<file path="src/rtl/agu_pkg.sv">
package agu_pkg;
  localparam int unsigned AGU_ADDR_W  = 32;
  localparam int unsigned AGU_DISP_W  = 16;
  localparam int unsigned AGU_SPACE_W = 26;
  localparam int unsigned AGU_RIDX_W  = 5;

  typedef enum int unsigned {
    RG_ROM  = 0,
    RG_RAM  = 1,
    RG_IO   = 2,
    RG_BAD  = 3,
    RG_NUM  = 4
  } region_e;
endpackage

</file>
<file path="src/rtl/agu_rst_sync.sv">
module agu_rst_sync #(
  parameter int unsigned STAGES = 2
) (
  input  logic clk,
  input  logic rst_n,
  output logic rst_sync_n
);
  logic [STAGES-1:0] chain_q;
  logic [STAGES-1:0] chain_d;

  always_comb begin
    chain_d = {chain_q[STAGES-2:0], 1'b1};
  end

  always_ff @(posedge clk or negedge rst_n) begin
    if (!rst_n) chain_q <= '0;
    else        chain_q <= chain_d;
  end

  assign rst_sync_n = chain_q[STAGES-1];
endmodule

</file>
<file path="src/rtl/agu_ea_calc.sv">
module agu_ea_calc #(
  parameter int unsigned ADDR_W  = agu_pkg::AGU_ADDR_W,
  parameter int unsigned DISP_W  = agu_pkg::AGU_DISP_W,
  parameter int unsigned SPACE_W = agu_pkg::AGU_SPACE_W,
  parameter int unsigned RIDX_W  = agu_pkg::AGU_RIDX_W
) (
  input  logic [RIDX_W-1:0] ridx,
  input  logic [ADDR_W-1:0] base,
  input  logic [DISP_W-1:0] disp,
  input  logic              fetch,
  output logic [ADDR_W-1:0] ea
);
  localparam int unsigned TOP_W = ADDR_W - SPACE_W;
  localparam int unsigned EXT_W = ADDR_W - DISP_W;

  logic [ADDR_W-1:0] base_eff;
  logic [ADDR_W-1:0] disp_ext;
  logic [ADDR_W-1:0] sum;
  logic [TOP_W-1:0]  top_bits;

  always_comb begin
    // register 0 reads as zero no matter what the file presents
    base_eff = (ridx == '0) ? '0 : base;
    disp_ext = {{EXT_W{disp[DISP_W-1]}}, disp};
    sum      = base_eff + disp_ext;
    // data: mirror the 64 MB space across 4 GB; fetch: single 64 MB space
    top_bits = fetch ? '0 : {TOP_W{sum[SPACE_W-1]}};
    ea       = {top_bits, sum[SPACE_W-1:0]};
  end
endmodule

</file>
<file path="src/rtl/agu_region_decode.sv">
module agu_region_decode #(
  parameter int unsigned     ADDR_W  = agu_pkg::AGU_ADDR_W,
  parameter int unsigned     NREG    = agu_pkg::RG_NUM,
  parameter logic [ADDR_W-1:0] ROM_LO  = 32'h0000_0000,
  parameter logic [ADDR_W-1:0] ROM_HI  = 32'h0000_7FFF,
  parameter logic [ADDR_W-1:0] FRAM_LO = 32'h03FF_E000,
  parameter logic [ADDR_W-1:0] FRAM_HI = 32'h03FF_EFFF,
  parameter logic [ADDR_W-1:0] DRAM_LO = 32'hFFFF_E000,
  parameter logic [ADDR_W-1:0] DRAM_HI = 32'hFFFF_EFFF,
  parameter logic [ADDR_W-1:0] IO_LO   = 32'hFFFF_F000,
  parameter logic [ADDR_W-1:0] IO_HI   = 32'hFFFF_FFFF,
  parameter logic [ADDR_W-1:0] BAD_LO  = 32'hFFFF_8000,
  parameter logic [ADDR_W-1:0] BAD_HI  = 32'hFFFF_DFFF
) (
  input  logic [ADDR_W-1:0] addr,
  input  logic              fetch,
  input  logic              write,
  output logic [NREG-1:0]   sel,
  output logic              fault
);
  import agu_pkg::*;

  // modular distance compare: no constant-bound comparisons
  function automatic logic in_win(input logic [ADDR_W-1:0] a,
                                  input logic [ADDR_W-1:0] lo,
                                  input logic [ADDR_W-1:0] hi);
    logic [ADDR_W-1:0] off;
    logic [ADDR_W-1:0] span;
    off    = a - lo;
    span   = hi - lo;
    in_win = (off <= span);
  endfunction

  logic hit_rom, hit_fram, hit_dram, hit_io, hit_bad;
  logic [NREG-1:0] sel_raw;

  always_comb begin
    hit_rom  = in_win(addr, ROM_LO,  ROM_HI);
    hit_fram = in_win(addr, FRAM_LO, FRAM_HI);
    hit_dram = in_win(addr, DRAM_LO, DRAM_HI);
    hit_io   = in_win(addr, IO_LO,   IO_HI);
    hit_bad  = in_win(addr, BAD_LO,  BAD_HI);

    sel_raw = '0;
    fault   = 1'b0;
    if (fetch) begin
      if (hit_rom)       sel_raw[RG_ROM] = 1'b1;
      else if (hit_fram) sel_raw[RG_RAM] = 1'b1;
      else               fault = 1'b1;
    end else begin
      if (hit_rom) begin
        if (write) fault = 1'b1;
        else       sel_raw[RG_ROM] = 1'b1;
      end else if (hit_dram) begin
        sel_raw[RG_RAM] = 1'b1;
      end else if (hit_io) begin
        sel_raw[RG_IO] = 1'b1;
      end else if (hit_bad) begin
        sel_raw[RG_BAD] = 1'b1;
        fault           = 1'b1;
      end else begin
        fault = 1'b1;
      end
    end
    sel = sel_raw;
  end
endmodule

</file>
<file path="src/rtl/agu_out_stage.sv">
module agu_out_stage #(
  parameter int unsigned ADDR_W = agu_pkg::AGU_ADDR_W,
  parameter int unsigned NREG   = agu_pkg::RG_NUM
) (
  input  logic              clk,
  input  logic              rst_n,
  input  logic              in_valid,
  output logic              in_ready,
  input  logic [ADDR_W-1:0] in_addr,
  input  logic [NREG-1:0]   in_sel,
  input  logic              in_fault,
  input  logic              in_fetch,
  output logic              out_valid,
  input  logic              out_ready,
  output logic [ADDR_W-1:0] out_addr,
  output logic [NREG-1:0]   out_sel,
  output logic              out_fault,
  output logic              out_fetch
);
  logic              vld_q, vld_d;
  logic              load_en;
  logic [ADDR_W-1:0] addr_q;
  logic [NREG-1:0]   sel_q;
  logic              fault_q, fetch_q;

  always_comb begin
    in_ready = !vld_q || out_ready;
    load_en  = in_valid && in_ready;
    if (load_en)        vld_d = 1'b1;
    else if (out_ready) vld_d = 1'b0;
    else                vld_d = vld_q;
  end

  always_ff @(posedge clk or negedge rst_n) begin
    if (!rst_n) vld_q <= 1'b0;
    else        vld_q <= vld_d;
  end

  always_ff @(posedge clk or negedge rst_n) begin
    if (!rst_n) begin
      addr_q  <= '0;
      sel_q   <= '0;
      fault_q <= 1'b0;
      fetch_q <= 1'b0;
    end else if (load_en) begin
      addr_q  <= in_addr;
      sel_q   <= in_sel;
      fault_q <= in_fault;
      fetch_q <= in_fetch;
    end
  end

  assign out_valid = vld_q;
  assign out_addr  = addr_q;
  assign out_sel   = sel_q;
  assign out_fault = fault_q;
  assign out_fetch = fetch_q;

  assert_hold_stall_R10: assert property (@(posedge clk) disable iff (!rst_n)
    out_valid && !out_ready |=> out_valid && $stable(out_addr) && $stable(out_sel) && $stable(out_fault));
  assert_noaccept_stall_R10: assert property (@(posedge clk) disable iff (!rst_n)
    out_valid && !out_ready |-> !in_ready);
  assert_latency_R10: assert property (@(posedge clk) disable iff (!rst_n)
    in_valid && in_ready |=> out_valid && out_addr == $past(in_addr));
  assert_sel_onehot_R5: assert property (@(posedge clk) disable iff (!rst_n)
    out_valid |-> $onehot0(out_sel));
endmodule

</file>
<file path="src/rtl/agu_top.sv">
module agu_top #(
  parameter int unsigned ADDR_W     = agu_pkg::AGU_ADDR_W,
  parameter int unsigned DISP_W     = agu_pkg::AGU_DISP_W,
  parameter int unsigned SPACE_W    = agu_pkg::AGU_SPACE_W,
  parameter int unsigned RIDX_W     = agu_pkg::AGU_RIDX_W,
  parameter int unsigned NREG       = agu_pkg::RG_NUM,
  parameter int unsigned RST_STAGES = 2
) (
  input  logic              clk,
  input  logic              rst_n,
  input  logic              req_valid,
  output logic              req_ready,
  input  logic [RIDX_W-1:0] req_ridx,
  input  logic [ADDR_W-1:0] req_base,
  input  logic [DISP_W-1:0] req_disp,
  input  logic              req_fetch,
  input  logic              req_write,
  output logic              rsp_valid,
  input  logic              rsp_ready,
  output logic [ADDR_W-1:0] rsp_addr,
  output logic [NREG-1:0]   rsp_sel,
  output logic              rsp_fault
);
  import agu_pkg::*;
  localparam int unsigned TOP_W = ADDR_W - SPACE_W;

  logic              rst_sync_n;
  logic [ADDR_W-1:0] ea;
  logic [NREG-1:0]   dec_sel;
  logic              dec_fault;
  logic              rsp_fetch;

  agu_rst_sync #(.STAGES(RST_STAGES)) u_rst (
    .clk(clk), .rst_n(rst_n), .rst_sync_n(rst_sync_n)
  );

  agu_ea_calc #(.ADDR_W(ADDR_W), .DISP_W(DISP_W), .SPACE_W(SPACE_W), .RIDX_W(RIDX_W)) u_ea (
    .ridx(req_ridx), .base(req_base), .disp(req_disp), .fetch(req_fetch), .ea(ea)
  );

  agu_region_decode #(.ADDR_W(ADDR_W), .NREG(NREG)) u_dec (
    .addr(ea), .fetch(req_fetch), .write(req_write), .sel(dec_sel), .fault(dec_fault)
  );

  agu_out_stage #(.ADDR_W(ADDR_W), .NREG(NREG)) u_out (
    .clk(clk), .rst_n(rst_sync_n),
    .in_valid(req_valid), .in_ready(req_ready),
    .in_addr(ea), .in_sel(dec_sel), .in_fault(dec_fault), .in_fetch(req_fetch),
    .out_valid(rsp_valid), .out_ready(rsp_ready),
    .out_addr(rsp_addr), .out_sel(rsp_sel), .out_fault(rsp_fault), .out_fetch(rsp_fetch)
  );

  assert_data_fold_R3: assert property (@(posedge clk) disable iff (!rst_sync_n)
    rsp_valid && !rsp_fetch |-> rsp_addr[ADDR_W-1:SPACE_W] == {TOP_W{rsp_addr[SPACE_W-1]}});
  assert_fetch_mask_R4: assert property (@(posedge clk) disable iff (!rst_sync_n)
    rsp_valid && rsp_fetch |-> rsp_addr[ADDR_W-1:SPACE_W] == '0);
  assert_bad_faults_R8: assert property (@(posedge clk) disable iff (!rst_sync_n)
    rsp_valid && rsp_sel[RG_BAD] |-> rsp_fault);
  assert_fault_nosel_R9: assert property (@(posedge clk) disable iff (!rst_sync_n)
    rsp_valid && rsp_fault |-> (rsp_sel == '0) || rsp_sel[RG_BAD]);
  assert_reset_idle_R11: assert property (@(posedge clk)
    !rst_sync_n |=> !rsp_valid);
endmodule

</file>
<file path="config.mk">
export PLATFORM = sky130hd
export DESIGN_NAME = agu_top
export DESIGN_NICKNAME = d
export VERILOG_FILES = /design/src/rtl/agu_pkg.sv /design/src/rtl/agu_rst_sync.sv /design/src/rtl/agu_ea_calc.sv /design/src/rtl/agu_region_decode.sv /design/src/rtl/agu_out_stage.sv /design/src/rtl/agu_top.sv
export SDC_FILE = /design/constraint.sdc
export NUM_CORES = 1
export LEC_CHECK = 0
export BUFFER_PORTS_ARGS = -buffer_cell sky130_fd_sc_hd__buf_2
export CAP_MARGIN = 10
export CORE_UTILIZATION = 55
export DETAILED_ROUTE_END_ITERATION = 10
export HOLD_SLACK_MARGIN = 0.05
export PLACE_DENSITY = 0.82
export SLEW_MARGIN = 10
export SYNTH_ARGS = -nofsm -noshare
export SYNTH_HDL_FRONTEND = slang
export SYNTH_SLANG_ARGS = --single-unit
</file>
<file path="constraint.sdc">
create_clock -name clk -period 1.2 [get_ports clk]
set_input_delay 0.24 -clock clk [delete_from_list [all_inputs] [get_ports clk]]
set_output_delay 0.24 -clock clk [all_outputs]
set_load 0.02 [all_outputs]
</file>
==> results of run 1 <==
-- Yosys cell counts (10+ instances only) --
master | instances | area, um^2
nand2_1 | 65 | 244
o21ai_0 | 53 | 265
dfrtp_1 | 35 | 876
a21oi_1 | 33 | 165
and2_1 | 32 | 200
ha_1 | 27 | 338
nor2_1 | 20 | 75.1
nor3_1 | 20 | 100
a21o_1 | 17 | 128
nand4_1 | 17 | 106
nand3_1 | 15 | 75.1
clkbuf_1 | 14 | 52.6
xnor2_1 | 11 | 96.3
and3_1 | 10 | 62.6
-- through the flow --
step | hold WS (ps) | cells | worst slack [ps]
3_5_place_dp | 31.8 | 855 | -3350
3_3_place_gp | 24.1 | 855 | -3150
2_1_floorplan | -55.6 | 519 | -3160
-- cell families after synthesis --
kind of cell	count (synthesis)	share of synthesized area [%]
AND/OR/NAND/NOR	219	29.1
adder cells (fa/ha/maj)	28	8.92
buffers and inverters	36	4.71
AO/OA/AOI/OAI	172	28.9
multiplexers	8	2.12
other	1	0.0935
XOR/XNOR	20	4.37
flip-flops	35	21.8
==> impl_metrics.env, run 1 <==
export IMPL_status="did not finish"
export IMPL_haltStage="clock tree synthesis"
export IMPL_first_error="[ERROR DPL-0038] Utilization greater than 100%, impossible to legalize"
export IMPL_yosysSeqAreaShare_pct=21.8
export IMPL_numClockSinks=35
export IMPL_ys_seq_elements=35
export IMPL_fp_row_count=30
export IMPL_syn_cell_area_um2=4010
export IMPL_yosysWarnings=0
export IMPL_synth_cell_types=74
export IMPL_ys_flop_type="dfrtp_1"
export IMPL_floorplan_initialDensity_pct=58.1
export IMPL_h_tree_depth=2
export IMPL_cts_hold_buf=1
export IMPL_cts_setup_buffers=31
export IMPL_syn_inst=519
export IMPL_syn_avg_cell_area_um2=7.73
export IMPL_cts_buffers=5
export IMPL_max_clock_path_buffers=2
export IMPL_cts_root_buf="clkbuf_8"
export IMPL_die_x_um=87.4
export IMPL_postPlaceCellArea_um2=5870
export IMPL_dpl_hpwl_um=11900
export IMPL_fp_dieH_um=87.4
export IMPL_syn_num_nets=606
export IMPL_gp_congestion=0.948
export IMPL_cts_resized=152
export IMPL_async_flop_share_pct=100
export IMPL_portBuffers=91
export IMPL_io_pins=98
export IMPL_synth_edf_count=0
==> inputs of run 2 (changes only) <==
--- a/config.mk
+++ b/config.mk
@@ -7,10 +7,9 @@
 export LEC_CHECK = 0
 export BUFFER_PORTS_ARGS = -buffer_cell sky130_fd_sc_hd__buf_2
 export CAP_MARGIN = 10
-export CORE_UTILIZATION = 55
+export CORE_UTILIZATION = 40
 export DETAILED_ROUTE_END_ITERATION = 10
-export HOLD_SLACK_MARGIN = 0.05
-export PLACE_DENSITY = 0.82
+export PLACE_DENSITY_LB_ADDON = 0.15
 export SLEW_MARGIN = 10
 export SYNTH_ARGS = -nofsm -noshare
 export SYNTH_HDL_FRONTEND = slang
==> run 2 against run 1 <==
Against the previous run: the flow now finishes, with violations (negative setup slack); synthesized cell count stayed put; synthesized area did not move.
==> impl_metrics.env, run 2 <==
export IMPL_status="complete, but fails checks"
export IMPL_violations="negative setup slack"
export IMPL_routed_via_density=5.76
export IMPL_synth_edf_count=0
export IMPL_drive_gt1_share_pct=60.3
export IMPL_syn_num_nets=606
export IMPL_die_x_um=102
export IMPL_dieArea_um2=10400
export IMPL_ant_nets=0
export IMPL_synth_area_top_cells="dfrtp_1 (22%), ha_1 (8.4%), o21ai_0 (6.6%)"
export IMPL_pwr_share_clk_pct=11.0
export IMPL_cts_buffers=5
export IMPL_clock_fmax_mhz=243
export IMPL_cts_root_buf="clkbuf_8"
export IMPL_worst_pin_slew_ps=578
export IMPL_slowest_delay_ps=520
export IMPL_synth_most_common_cell="nand2_1"
export IMPL_maxSlewViolCount=0
export IMPL_max_clock_path_buffers=2
export IMPL_pwr_share_seq_pct=19.7
export IMPL_p_per_area_nw_per_um2=1020
export IMPL_fin_cells=939
export IMPL_largest_reg_flops=27
export IMPL_syn_to_final_growth_pct=87.3
export IMPL_grtUsageTotal_pct=29.3
export IMPL_post_route_util_pct=77.2
export IMPL_postPlaceCellArea_um2=5920
export IMPL_synth_common_cells="nand2_1 (65), o21ai_0 (53), dfrtp_1 (35)"
export IMPL_ys_seq_elements=35
export IMPL_fp_dieH_um=102
export IMPL_hold_path_class="input pin to flip-flop"
export IMPL_cap_violations=0
export IMPL_intPower_mw=4.42
export IMPL_setup_tns_ps=-48100
export IMPL_grt_max_degree=34
export IMPL_mostFrequentLayoutCell="buf_4"
export IMPL_dp_cells=892
export IMPL_io_pins=98
export IMPL_worst_ep_arrival_time_ps=4320
export IMPL_yosysSeqAreaShare_pct=21.8
export IMPL_multiInputGateArea_um2=4060
export IMPL_yosysTopAreaCellShare_pct=21.8
export IMPL_portBuffers=91
export IMPL_clk_pin_slew_ps=60
export IMPL_path_class="input pin to flip-flop"
export IMPL_h_tree_depth=2
export IMPL_fin_crit_sh_pct=343
export IMPL_switching_share_pct=42.3
export IMPL_antenna_found_initial=0
export IMPL_core_area_um2=9730
export IMPL_drt_iter0_drc=208
export IMPL_cts_tree="built"
export IMPL_syn_avg_cell_area_um2=7.73
export IMPL_power_mw=7.65
export IMPL_setup_ws_ps=-2920
export IMPL_gp_congestion=0.938
export IMPL_fin_nets=893
export IMPL_hold_viol=0
export IMPL_syn_inst=519
export IMPL_syn_cell_area_um2=4010
export IMPL_register_area_um2=878
export IMPL_final_area_um2=7510
export IMPL_synth_cell_types=74
export IMPL_slew_headroom_pct=61.2
export IMPL_critPathMaxFanout=5
export IMPL_floorplan_initialDensity_pct=41.2
export IMPL_fillers=661
export IMPL_worstSetupEndpointType="flip-flop"
export IMPL_yosysWarnings=0
export IMPL_dpl_hpwl_um=10900
export IMPL_grt_pass1_wl_um=24100
export IMPL_drtPass1Iterations=5
export IMPL_drc=0
export IMPL_grt_pass1_vias=5082
export IMPL_crit_path_cell_trace="buf_6, nor3_4, nand2_4, and2_4, ha_4, fa_2, a21o_1, a221o_2, buf_6, and3_4, a2111oi_4, nand2_4, or4_4, or4_4, a21oi_2, o211ai_2, o21a_1, o31ai_2"
export IMPL_antenna_cells=0
export IMPL_insertion_delay_ps=290
export IMPL_startpoint_type="input pin"
export IMPL_fin_skew_ps=3.02
export IMPL_wl_per_cell_um=17.9
export IMPL_async_flop_share_pct=100
export IMPL_routed_wl_um=16800
export IMPL_ir_drop_uv=789
export IMPL_switching_power_mw=3.24
export IMPL_layout_common_cells="buf_4 (168), buf_2 (88), nand2_1 (55)"
export IMPL_yosysTopAreaCell="dfrtp_1"
export IMPL_grt_ovfl_total=0
export IMPL_power_frac_comb_pct=69.3
export IMPL_rsz0062_at_grt="true"
export IMPL_fp_row_count=36
export IMPL_numClockSinks=35
export IMPL_setup_viol=32
export IMPL_fin_crit_ps=4120
export IMPL_ys_flop_type="dfrtp_1"
export IMPL_required_ps=1400
export IMPL_vias=5405
export IMPL_power_leakage_nw=3.43
export IMPL_crit_slowest_cell="or4_4"
## run 2: cell counts after synthesis
Identical to the previous run, type by type.
## run 2: stage by stage
stage	hold WS [ps]	setup WS, ps
floorplan	-55.6	-3160
global placement	24.6	-3230
detailed placement	30.1	-3310
CTS	182	-2820
global route	205	-3140
finish	194	-2920
## run 2: kinds of logic after synthesis
logic type	count (synthesis)	synth area share, %
AND/OR/NAND/NOR	219	29.1
AO/OA/AOI/OAI	172	28.9
buffers and inverters	36	4.71
flip-flops	35	21.8
adder cells (fa/ha/maj)	28	8.92
XOR/XNOR	20	4.37
multiplexers	8	2.12
other	1	0.0935
## run 2: power by group through the flow
stage	Clock [mW]	Combinational [mW]	Sequential [mW]
floorplan	0	1.79	1.81
global placement	0	3.79	1.52
detailed placement	0	3.84	1.53
CTS	0.861	4.66	1.51
global route	0.904	5.66	1.54
finish	0.840	5.30	1.51
## run 2: path summary, 6_finish.rpt
path / startpoint / end / slack [ps] / cells past startpoint
setup / recovery: req_ridx[1] / u_out.out_sel[1]$_DFFE_PN0P_ / -2920 / 18
hold reg to reg: u_rst.chain_q[1]$_DFF_PN0_ / u_out.out_addr[4]$_DFFE_PN0P_ / 270 / 1
min in group asynchronous: rst_n / u_rst.chain_q[0]$_DFF_PN0_ / 260 / 2
hold / removal: req_valid / u_out.out_valid$_DFFE_PN0P_ / 190 / 2
setup reg to reg: u_out.out_valid$_DFFE_PN0P_ / u_out.out_addr[16]$_DFFE_PN0P_ / -50 / 6
max in group asynchronous: u_rst.chain_q[1]$_DFF_PN0_ / u_out.out_addr[30]$_DFFE_PN0P_ / 620 / 1
## run 2: cell type report
type | count | area share (%)
Clock buffer | 6 | 1.10
Inverter | 9 | 0.450
Sequential cell | 35 | 11.7
Timing Repair Buffer | 306 | 30.5
Clock inverter | 1 | 0.0666
Tap cell | 133 | 2.22
Multi-Input combinational cell | 449 | 54.0
## run 2: what timing repair did
action | 4_1_cts | 5_1_grt
hold buffers | 1 | 0
gates resized for setup | 169 | 92
setup endpoints to repair | 32 | 38
buffers inserted | 24 | 23
pin swaps | 50 | 40
endpoints found under the hold margin | 2 | 0
cloned | 1 | 0
## run 2: worst max-delay path: cells and delay by family
family	cells	cell delay, ps
buffers and inverters	2	250
and+or+nand+nor	7	1760
AOI/OAI and AO/OA	7	1550
adders and majority gates	2	480
## run 2: metal layers
layer / wire (um) / vias to the layer above / global-route usage (%)
met5: 0 / - / 0
met4: 1080 / 0 / 12.7
met3: 878 / 95 / 2.60
met1: 6580 / 2520 / 35.5
li1: - / 2531 / -
met2: 8260 / 259 / 52.9
(Power assumes the default switching activity.)
==> inputs of run 3 (changes only) <==
--- a/config.mk
+++ b/config.mk
@@ -7,10 +7,11 @@
 export LEC_CHECK = 0
 export BUFFER_PORTS_ARGS = -buffer_cell sky130_fd_sc_hd__buf_2
 export CAP_MARGIN = 10
-export CORE_UTILIZATION = 40
+export CORE_UTILIZATION = 30
 export DETAILED_ROUTE_END_ITERATION = 10
 export PLACE_DENSITY_LB_ADDON = 0.15
 export SLEW_MARGIN = 10
 export SYNTH_ARGS = -nofsm -noshare
 export SYNTH_HDL_FRONTEND = slang
+export SYNTH_HIERARCHICAL = 1
 export SYNTH_SLANG_ARGS = --single-unit
==> run 3 against run 2 <==
Against the previous run: the flow still finishes with violations (negative setup slack); wire length is 10% lower; design area grew 2.6%; maximum frequency fell by 16%; clock-buffer cell count unchanged; total power increased by 21%; core utilization is 24 points lower; synthesized cell count fell by 1.7%; via count is 11% lower.
==> impl_metrics.env, run 3 <==
export IMPL_critPathMaxFanout=6
export IMPL_power_mw=9.30
export IMPL_grt_ovfl_total=0
export IMPL_setup_ws_ps=-3710
export IMPL_grt_max_degree=30
export IMPL_grt_use_met3_pct=1.56
export IMPL_crit_path_cell_trace="buf_6, or4_4, nor2_4, nor2b_1, ha_1, a211o_1, a21oi_4, a21oi_2, o211a_1, nand2b_4, xor2_4, ha_4, buf_6, and3_4, or4b_4, a2111oi_4, o221ai_2, o41a_1, buf_4, nor4b_4, mux2_4"
export IMPL_clock_fmax_mhz=204
export IMPL_crit_top_cell="buf_6"
export IMPL_grt_pass1_wl_um=23500
export IMPL_fin_nets=855
export IMPL_clk_pin_slew_ps=70
export IMPL_routed_wl_um=15100
export IMPL_maxSlewViolCount=0
export IMPL_met1_usage_pct=24.0
export IMPL_core_area_um2=14500
export IMPL_fin_crit_sh_pct=409
export IMPL_gp_congestion=0.831
export IMPL_fin_skew_ps=8.52
export IMPL_max_clock_path_buffers=2
export IMPL_crit_slowest_cell="or4b_4"
export IMPL_p_per_area_nw_per_um2=1210
export IMPL_use_met2_pct=35.3
export IMPL_worst_ep_arrival_time_ps=5080
export IMPL_hold_viol=0
export IMPL_setup_viol=37
export IMPL_post_route_util_pct=53.0
export IMPL_fin_crit_ps=4910
export IMPL_dieArea_um2=15400
export IMPL_whs_ps=153
export IMPL_syn_to_final_growth_pct=72.0
export IMPL_antenna_cells=0
export IMPL_grt_pass1_vias=4901
export IMPL_insertion_delay_ps=290
export IMPL_ir_drop_uv=730
export IMPL_cts_tree="built"
export IMPL_h_tree_depth=2
export IMPL_cts_buffers=5
export IMPL_path_class="input pin to flip-flop"
export IMPL_drc=0
export IMPL_startpoint_type="input pin"
export IMPL_required_ps=1370
export IMPL_yosysWarnings=6
export IMPL_floorplan_initialDensity_pct=30.8
export IMPL_place_worst_setup_slack_ps=-4150
export IMPL_power_leakage_nw=3.52
export IMPL_drtPass1Iterations=4
export IMPL_grtUsageTotal_pct=19.4
export IMPL_syn_avg_cell_area_um2=8.78
export IMPL_wl_per_cell_um=15.8
export IMPL_drive_gt1_share_pct=59.6
export IMPL_largest_reg_flops=32
export IMPL_drt_iter0_drc=170
export IMPL_ant_nets=0
export IMPL_fp_row_count=44
export IMPL_layout_common_cells="buf_4 (146), buf_2 (89), dfrtp_1 (39)"
export IMPL_syn_cell_area_um2=4480
export IMPL_status="complete, but fails checks"
export IMPL_cts_root_buf="clkbuf_16"
export IMPL_rsz0062_at_grt="true"
export IMPL_hold_path_class="flip-flop to async pin"
export IMPL_mostFrequentLayoutCell="buf_4"
export IMPL_syn_num_nets=597
export IMPL_grt_busiest_layer="met2"
export IMPL_antenna_found_initial=0
export IMPL_syn_inst=510
export IMPL_vias=4789
export IMPL_portBuffers=91
export IMPL_dpl_hpwl_um=10900
export IMPL_routed_via_density=5.03
export IMPL_fp_dieH_um=124
export IMPL_cap_violations=0
export IMPL_worstSetupEndpointType="flip-flop"
export IMPL_die_x_um=124
export IMPL_violations="negative setup slack"
export IMPL_numClockSinks=40
export IMPL_slowest_delay_ps=550
export IMPL_io_pins=98
run 3: through the flow:
| step | TNS, ps | instance area (um^2) | instances |
|---|---|---|---|
| after floorplan | -66620 | 4600 | 510 |
| final | -70990 | 7700 | 953 |
| after detailed placement | -84920 | 6310 | 904 |
| after global routing | -75850 | 7700 | 953 |
| after global placement | -84550 | 6310 | 904 |
| after CTS | -70390 | 7130 | 936 |
run 3: path summary, 6_finish.rpt:
path	to	slack, ps	cells after the start	startpoint
worst max register to register	u_out/out_addr[28]$_DFFE_PN0P_	-80	4	u_out/out_valid$_DFFE_PN0P_
worst max-delay path	u_out/out_sel[3]$_DFFE_PN0P_	-3710	21	req_ridx[0]
max in group asynchronous	u_out/out_addr[24]$_DFFE_PN0P_	580	1	u_rst/chain_q[1]$_DFF_PN0_
min in group clk	u_out/out_valid$_DFFE_PN0P_	160	2	req_valid
worst min register to register	u_out/out_addr[1]$_DFFE_PN0P_	150	0	u_rst/chain_q[1]$_DFF_PN0_
worst min-delay path	u_out/out_addr[1]$_DFFE_PN0P_	150	0	u_rst/chain_q[1]$_DFF_PN0_
run 3: what timing repair did:
action                                  CTS  global route
resized for setup                        92            92
pin swaps                                25            39
cloned                                    3             0
hold endpoints to repair                  2             0
hold buffers                              1             0
setup buffers                            20            21
endpoints found under the setup margin   37            38
run 3: power by group:
| part | switching (mW) | total (mW) | internal, mW |
|---|---|---|---|
| sequential | 0.207 | 1.89 | 1.69 |
| combinational | 2.84 | 5.75 | 2.91 |
| clock | 0.607 | 1.65 | 1.04 |
run 3: metal layers:
layer	wire length (um)	vias to the layer above
met2	7820	106
li1	-	2399
met3	402	26
met1	6510	2258
met5	0	-
met4	349	0
run 3: worst max-delay path: cells and delay by family:
family,cells,cell delay (ps)
simple gates,7,1800
compound gates,7,1740
fa+ha+maj,2,490
buf+inv,3,370
mux,1,270
xor+xnor,1,170
run 3: cell type report:
type	count	area, um^2
Fill cell	1322	6830
Multi-Input combinational cell	422	3980
Timing Repair Buffer	287	2270
Sequential cell	40	1000
Tap cell	184	230
Clock buffer	6	139
Inverter	12	45.0
Clock inverter	2	38.8
==> inputs of run 4 (changes only) <==
==> constraint.sdc (replaced) <==
create_clock -name clk -period 1.2 [get_ports clk]
set_input_delay 0.06 -clock clk [delete_from_list [all_inputs] [get_ports clk]]
set_output_delay 0.06 -clock clk [all_outputs]
set_load 0.02 [all_outputs]
==> run 4 against run 3 <==
Against the previous run: the flow still finishes with violations (negative setup slack); hold slack lost 100 ps; register-to-register slack is essentially flat; cell count shrank 0.21%; core utilization shrank 2.0 points; maximum frequency grew 4.0%; highest routed layer unchanged.
==> impl_metrics.env, run 4 (same netlist as run 3, synthesis figures left out) <==
export IMPL_fp_dieH_um=124
export IMPL_numClockSinks=40
export IMPL_insertion_delay_ps=290
export IMPL_fp_row_count=44
export IMPL_dp_cells=904
export IMPL_worst_ep_arrival_time_ps=4890
export IMPL_worstSetupEndpointType="flip-flop"
export IMPL_wl_per_cell_um=15.4
export IMPL_crit_top_cell="buf_6"
export IMPL_cts_root_buf="clkbuf_16"
export IMPL_r2r_start="u_out/out_valid$_DFFE_PN0P_"
export IMPL_io_pins=98
export IMPL_hp_start="rsp_ready"
export IMPL_ant_nets=0
export IMPL_fin_crit_ps=4720
export IMPL_r2r_end="u_out/out_addr[28]$_DFFE_PN0P_"
export IMPL_grtUsageTotal_pct=19.3
export IMPL_grt_ovfl_total=0
export IMPL_setup_ws_ps=-3520
export IMPL_clock_fmax_mhz=212
export IMPL_dieArea_um2=15400
export IMPL_core_area_um2=14500
export IMPL_clk_pin_slew_ps=70
export IMPL_whs_ps=49.0
export IMPL_drc=0
export IMPL_antenna_cells=0
export IMPL_r2r_slack_ps=-70
export IMPL_power_frac_comb_pct=63.1
export IMPL_die_x_um=124
export IMPL_antenna_found_initial=0
export IMPL_cts_tree="built"
export IMPL_h_tree_depth=2
export IMPL_hold_viol=0
export IMPL_grt_max_degree=30
export IMPL_dpl_hpwl_um=11000
export IMPL_final_area_um2=7410
export IMPL_intPower_mw=5.22
export IMPL_ir_drop_uv=508
export IMPL_startpoint_type="input pin"
export IMPL_crit_slowest_cell="or4_4"
export IMPL_r2r_cells=4
export IMPL_switching_share_pct=40.4
export IMPL_cts_buffers=5
export IMPL_portBuffers=91
export IMPL_status="complete, but fails checks"
export IMPL_pwr_share_clk_pct=15.4
export IMPL_crit_path_cell_trace="buf_6, or4_4, nor2_4, nor2b_1, ha_1, a211o_1, a21oi_4, a21oi_2, o211a_1, nand2b_4, xor2_4, ha_4, buf_6, and3_4, or4b_4, a2111oi_4, o221ai_2, o41a_1, buf_4, nor4b_4, mux2_4"
export IMPL_post_route_util_pct=51.0
export IMPL_fin_cells=951
export IMPL_min_path_cells=3
export IMPL_vias=4828
export IMPL_fin_crit_sh_pct=393
export IMPL_drt_iter0_drc=150
export IMPL_gp_congestion=0.831
export IMPL_max_clock_path_buffers=2
export IMPL_routed_wl_um=14700
export IMPL_fin_nets=853
export IMPL_violations="negative setup slack"
export IMPL_mostFrequentLayoutCell="buf_4"
export IMPL_power_leakage_nw=3.42
export IMPL_rsz0062_at_grt="true"
export IMPL_grt_pass1_wl_um=23300
export IMPL_p_per_area_nw_per_um2=1180
export IMPL_syn_to_final_growth_pct=65.5
export IMPL_slowest_delay_ps=540
export IMPL_critPathMaxFanout=6
export IMPL_switching_power_mw=3.54
export IMPL_setup_viol=37
export IMPL_drive_gt1_share_pct=57.5
export IMPL_floorplan_initialDensity_pct=30.8
export IMPL_drtPass1Iterations=4
export IMPL_largest_reg_flops=32
export IMPL_required_ps=1370
export IMPL_postPlaceCellArea_um2=6310
export IMPL_hold_path_class="input pin to flip-flop"
export IMPL_routed_via_density=5.08
export IMPL_cap_violations=0
export IMPL_fin_skew_ps=9.05
export IMPL_maxSlewViolCount=0
export IMPL_layout_common_cells="buf_4 (154), buf_2 (90), dfrtp_1 (39)"
export IMPL_pwr_share_seq_pct=21.6
export IMPL_min_to="u_out/out_valid$_DFFE_PN0P_"
export IMPL_grt_pass1_vias=4797
export IMPL_path_class="input pin to flip-flop"
==> run 4: worst max-delay path, delay by kind of cell <==
family,cells,cell delay (ps)
AND/OR/NAND/NOR,7,1790
AO/OA/AOI/OAI,7,1750
adder cells (fa/ha/maj),2,480
buffers and inverters,3,360
multiplexers,1,270
XOR/XNOR,1,170
==> run 4: how the worst max path moves through the flow <==
stage,start,to,slack (ps),cells after the start
floorplan,req_ridx[0],u_out/out_fault$_DFFE_PN0P_,-3490,20
global placement,req_ridx[0],u_out/out_fault$_DFFE_PN0P_,-3950,24
detailed placement,req_ridx[0],u_out/out_fault$_DFFE_PN0P_,-3970,24
CTS,req_ridx[0],u_out/out_fault$_DFFE_PN0P_,-3480,21
global route,req_ridx[0],u_out/out_sel[3]$_DFFE_PN0P_,-3660,21
finish,req_ridx[0],u_out/out_sel[3]$_DFFE_PN0P_,-3520,21
==> run 4: timing repair <==
action,4_1_cts,5_1_grt
pin swaps,37,28
setup buffers,19,18
hold buffers,2,0
endpoints found under the setup margin,37,37
endpoints found under the hold margin,3,0
gates resized for setup,83,58
cloned,2,1
==> run 4: per-layer routing <==
| layer | wire (um) | vias up | track usage, % |
|---|---|---|---|
| met5 | 0 | - | 0 |
| met4 | 229 | 0 | 5.43 |
| met2 | 7630 | 94 | 35.5 |
| met1 | 6400 | 2320 | 23.8 |
| li1 | - | 2398 | - |
| met3 | 425 | 16 | 1.60 |
==> run 4: through the flow <==
stage          setup TNS [ps]  setup WS [ps]  total power, mW
4_1_cts                -62480          -3480             8.46
3_5_place_dp           -78110          -3970             6.53
2_1_floorplan          -59960          -3490             4.72
6_report               -63580          -3520             8.76
5_1_grt                -67360          -3660             9.31
3_3_place_gp           -77880          -3950             6.51
==> run 4: final cells by class <==
cell class / count / area, um^2
fill: 1381 / 7120
multi-input combinational: 422 / 3790
timing repair buffer: 285 / 2200
sequential: 40 / 1000
tap: 184 / 230
clock buffer: 6 / 129
inverter: 12 / 45.0
clock inverter: 2 / 12.5
==> run 4: power by group through the flow <==
stage	Sequential (mW)	Clock [mW]	Combinational [mW]
after global placement	1.91	0	4.60
after detailed placement	1.90	0	4.63
final	1.89	1.34	5.53
after CTS	1.90	1.40	5.16
after global routing	1.93	1.46	5.92
after floorplan	2.31	0	2.41
